<file path="src/rtl/wstat_gen.sv">
module wstat_gen #(
  parameter int DW     = 16,
  parameter int SETTLE = 4
) (
  input  logic          clk,
  input  logic          rst_n,
  input  logic          busy,
  input  logic          op_erase,
  input  logic [DW-1:0] prog_data,
  input  logic          rd_stb,
  input  logic [DW-1:0] arr_data,
  output logic [DW-1:0] rd_data
);
  localparam int POLL = 7;
  localparam int TGL  = 6;
  localparam int SW   = (SETTLE > 1) ? $clog2(SETTLE) : 1;
  localparam logic [SW-1:0] LOAD = SW'(SETTLE - 1);

  logic          busy_q;
  logic          tog;
  logic [SW-1:0] cnt;

  wire start  = busy & ~busy_q;
  wire falls  = ~busy & busy_q;
  wire win    = (SETTLE > 0) && (falls || cnt != '0);
  wire tog_rd = start ? 1'b0 : tog;

  always_ff @(posedge clk) begin
    if (!rst_n) begin
      busy_q <= 1'b0;
      tog    <= 1'b0;
      cnt    <= '0;
    end else begin
      busy_q <= busy;
      if (start)             tog <= rd_stb;
      else if (busy && rd_stb) tog <= ~tog;
      if (busy)              cnt <= '0;
      else if (falls)        cnt <= LOAD;
      else if (cnt != '0)    cnt <= cnt - 1'b1;
    end
  end

  always_comb begin
    rd_data = arr_data;
    if (busy) begin
      rd_data       = '0;
      rd_data[POLL] = op_erase ? 1'b0 : ~prog_data[POLL];
      rd_data[TGL]  = tog_rd;
    end else if (win) begin
      rd_data       = '0;
      rd_data[POLL] = arr_data[POLL];
      rd_data[TGL]  = tog;
    end
  end

  a_r1_prog_poll: assert property (@(posedge clk) disable iff (!rst_n)
    busy && !op_erase |-> rd_data[POLL] == ~prog_data[POLL]);
  a_r2_erase_poll: assert property (@(posedge clk) disable iff (!rst_n)
    busy && op_erase |-> rd_data[POLL] == 1'b0);
  a_r3_tog_flip: assert property (@(posedge clk) disable iff (!rst_n)
    busy && busy_q && rd_stb |=> (!busy || rd_data[TGL] != $past(rd_data[TGL])));
  a_r3_tog_hold: assert property (@(posedge clk) disable iff (!rst_n)
    busy && busy_q && !rd_stb |=> (!busy || rd_data[TGL] == $past(rd_data[TGL])));
  a_r4_tog_restart: assert property (@(posedge clk) disable iff (!rst_n)
    busy && !busy_q |-> rd_data[TGL] == 1'b0);
  a_r6_true_poll: assert property (@(posedge clk) disable iff (!rst_n)
    !busy |-> rd_data[POLL] == arr_data[POLL]);
  a_r8_mask: assert property (@(posedge clk) disable iff (!rst_n)
    busy |-> rd_data[TGL-1:0] == '0);
endmodule

</file>
<file path="config.mk">
export PLATFORM = sky130hd
export DESIGN_NAME = wstat_gen
export DESIGN_NICKNAME = d
export VERILOG_FILES = /design/src/rtl/wstat_gen.sv
export SDC_FILE = /design/constraint.sdc
export NUM_CORES = 1
export LEC_CHECK = 0
export ABC_AREA = 0
export BUFFER_PORTS_ARGS = -buffer_cell sky130_fd_sc_hd__buf_2
export CAP_MARGIN = 20
export CORE_AREA = 4 4 41 43
export DETAILED_ROUTE_END_ITERATION = 8
export DIE_AREA = 0 0 45 47
export GPL_TIMING_DRIVEN = 0
export PLACE_DENSITY = 0.81
export SLEW_MARGIN = 40
export SYNTH_ARGS = -nofsm -noshare
export SYNTH_HDL_FRONTEND = slang
export SYNTH_SLANG_ARGS = --single-unit
</file>
<file path="constraint.sdc">
create_clock -name clk -period 1.47 [get_ports clk]
set_input_delay 0 -clock clk [delete_from_list [all_inputs] [get_ports clk]]
set_output_delay 0 -clock clk [all_outputs]
set_load 0.1 [all_outputs]
</file>
==> results.txt <==
----------------------------------------------------
[Status]
  Outcome ... complete, no violations

[Final layout]
  Layout overhead on the synthesized area ... 149%
  Fill count ... 116
  Register area ... 81.3 µm²
  Multi-input gate area in the final layout ... 274 µm²
  Commonest non-fill, non-tap cells in the layout ... sky130_fd_sc_hd__buf_2, sky130_fd_sc_hd__buf_12, sky130_fd_sc_hd__and2_2, sky130_fd_sc_hd__and2_4, sky130_fd_sc_hd__buf_4
  Fin nets ... 126
  Share of layout cells above drive strength 1 ... 80.2%
  Antenna diode instance count ... 0
  Commonest non-fill, non-tap cell in the layout ... sky130_fd_sc_hd__buf_2

[Synth]
  Sequential cell area fraction in the yosys report ... 23.4%
  Syn. warnings ... 0
  Post-synthesis instance area ... 343 µm²
  Count of unique library cells instantiated by Yosys ... 17
  Post-synthesis area per instance ... 8.16 µm²
  Instance count of the mapped netlist ... 42
  Yosys reg bits ... 4
  Net Count, Synth ... 80

[Setup path]
  Arrival time reported for the critical path endpoint ... 1.44 ns
  Endpoint of the lowest-slack register-to-register path ... cnt[1]
  Launching point of the worst reg2reg path ... cnt[1]
  R2R cell count ... 5
  Data required time of the worst path ... 1.47 ns
  Crit path launch ... cnt[1]
  Worst R2R Setup Slack ... 0.41 ns
  Worst stage delay on the critical path ... 0.30 ns
  Largest fanout on the critical path ... 5
  Cell chain of the critical path ... inv_2 > ha_4 > nor3b_4 > buf_2 > and2_2 > buf_12
  Setup crit start kind ... flop
  Kind of critical path ... flop to output port
  Library cell contributing the largest single delay on the critical path ... sky130_fd_sc_hd__dfxtp_1
  CP Capture Type ... output port
  Destination of the critical timing path ... rd_data[10]

[Placed design]
  GPL Wtd Cong ... 0.599
  HPWL after DPL ... 769 µm
  Port bufs ... 37

[Floorplanning]
  Die width ... 45 µm
  Initial Utilization ... 26.3%
  Number of cell rows ... 13
  Vertical die dimension ... 47 µm
  Number of placed I/O pins ... 53
  Area of the placeable core ... 1300 µm²
  Full die area ... 2120 µm²

[Global route]
  Final global-route overflow total ... 0
  Number of antenna violations at the first check in global routing ... 0
  Overall global routing resource usage ... 11.5%
  Wire length of the first global-routing pass ... 1760 µm
  Via count of the first global-routing pass ... 428
  Largest net degree at the start of global routing ... 7

[Clock tree]
  # clock sinks ... 4
  Number of H-tree levels ... 1
  Inserted Clock Buffers ... 3
  Cell chosen for the clock root ... sky130_fd_sc_hd__clkbuf_4
  Clk Latency, worst-skew pair ... 0.23 ns
  CTS tree ... done
  Buffer depth of the longest clock path ... 2
  Clock transition time at the flip-flop clock pins of the worst setup and hold paths ... 0.03 ns

[Power and ir drop]
  Power density cells ... 851 nW/µm²
  Total leakage power ... 0.412 nW
  Worst vdd ir ... 503 µV
  Total power consumption of the routed design ... 0.726 mW

[Routing]
  Count of TritonRoute iterations in the first routing pass ... 2
  Average wire length per cell after detail routing ... 11.0 µm
  1st-iter DRT viols ... 2
  Uppermost metal layer occupied by signal nets ... met3
  Routed met2 length ... 660 µm
  Detailed-route via count ... 421
  ANT nets after route ... 0
  Routed wire length ... 1110 µm
  Vias per cell ... 4.17
  Post-detailed-route DRC marker count ... 0
  M1 wire length ... 360 µm
  Routed wire length on met3 ... 89 µm

[STA]
  Max-slew headroom at the worst pin ... 67.9%
  RSZ-0062 raised after global routing ... yes
  Worst-case clock skew ... 0.00134 ns
  Tightest hold margin ... 0.0150 ns
  Total count of max-transition violations in the final report ... 0
  Final setup violation count ... 0
  Highest clock rate ... 0.693 GHz
  Final number of hold-violating endpoints ... 0
  Slew at the pin closest to its max-slew limit ... 0.484 ns
  Post-layout min period ... 1.44 ns
  Period utilization ... 98.1%

[Min path]
  Type of the most critical hold path ... primary input to flop

[Job]
  Max capacitance violation total ... 0

----------------------------------------------------
-- worst max-delay path: cells and delay by family (launching register included) --
family | cells | cell delay (ns)
buffers and inverters | 3 | 0.42
DFF | 1 | 0.30
adders and majority gates | 1 | 0.13
and+or+nand+nor | 2 | 0.37
-- state kept, by name, indices dropped and copies added, names as in the netlist --
name    flops
busy_q      1
cnt         2
tog         1
-- Yosys cell counts --
master	count	area share, %
sky130_fd_sc_hd__dfxtp_1	4	23
sky130_fd_sc_hd__buf_6	1	3.3
sky130_fd_sc_hd__o21ba_2	1	2.9
sky130_fd_sc_hd__and2_1	4	7.3
sky130_fd_sc_hd__nor2_1	3	3.3
sky130_fd_sc_hd__xnor2_1	1	2.6
sky130_fd_sc_hd__o21ai_0	1	1.5
sky130_fd_sc_hd__a21oi_1	1	1.5
sky130_fd_sc_hd__inv_1	3	3.3
sky130_fd_sc_hd__mux2i_1	2	5.8
sky130_fd_sc_hd__nand2_1	5	5.5
sky130_fd_sc_hd__o31ai_1	1	2.2
sky130_fd_sc_hd__a31o_2	1	2.6
sky130_fd_sc_hd__nand2b_1	1	1.8
sky130_fd_sc_hd__ha_1	1	3.6
sky130_fd_sc_hd__and2_2	11	24
sky130_fd_sc_hd__nor3b_4	1	5.5
-- metal layers --
| layer | vias up | global-route usage, % |
|---|---|---|
| met1 | 182 | 11.2 |
| met2 | 17 | 21.5 |
| li1 | 222 | - |
| met3 | 0 | 3.07 |
| met4 | 0 | 7.02 |
| met5 | - | 0 |
-- cell families (layout without fill, tap and decap cells) --
logic type / Yosys count / in the layout / synth area share [%]
compound gates: 5 / 5 / 10.6
flops: 4 / 4 / 23.4
mux: 2 / 2 / 5.84
buf+inv: 4 / 48 / 6.57
fa+ha+maj: 1 / 1 / 3.65
xor+xnor: 1 / 1 / 2.56
simple gates: 25 / 25 / 47.4
-- how the worst min path moves through the flow --
| stage | slack (ns) | from | cells past startpoint | endpoint |
|---|---|---|---|---|
| final | 0.01 | rd_stb | 2 | tog |
| after detailed placement | 0.25 | rd_stb | 2 | tog |
| after floorplan | 0.12 | busy | 1 | busy_q |
| after global placement | 0.24 | rd_stb | 2 | tog |
| after global routing | 0.01 | rd_stb | 2 | tog |
| after CTS | 0.007 | rd_stb | 2 | tog |
-- layout make-up --
class | count | share of cell area (%)
inverter | 3 | 1.32
tap | 15 | 2.20
multi-input combinational | 34 | 32.1
clock buffer | 3 | 2.64
sequential | 4 | 9.53
timing repair buffer | 42 | 52.2
-- stage by stage --
stage	setup TNS [ns]	cells	worst slack, ns	utilization, %	cell area (µm²)
after floorplan	-0.00363	42	-0.00363	-	354
after global placement	-0.919	94	-0.0960	42.9	558
after detailed placement	-1.40	94	-0.139	42.9	558
after CTS	-0.0883	102	-0.0225	63.0	820
after global routing	-0.661	101	-0.0621	65.6	853
final	0	101	0.0276	65.6	853
-- power breakdown --
part	switching (mW)	leakage, nW	total, mW	internal, mW
Combinational	0.288	0.365	0.474	0.187
Clock	0.0379	0.0138	0.129	0.0908
Sequential	0.00625	0.0334	0.123	0.117
-- what timing repair did --
item | CTS | global route
gates resized for setup | 61 | 11
pin swaps | 5 | 1
endpoints found under the setup margin | 15 | 15
gates cloned | 1 | 0
hold buffers | 0 | 0
buffers inserted | 4 | 0
Power figures use the tool's default switching activity.
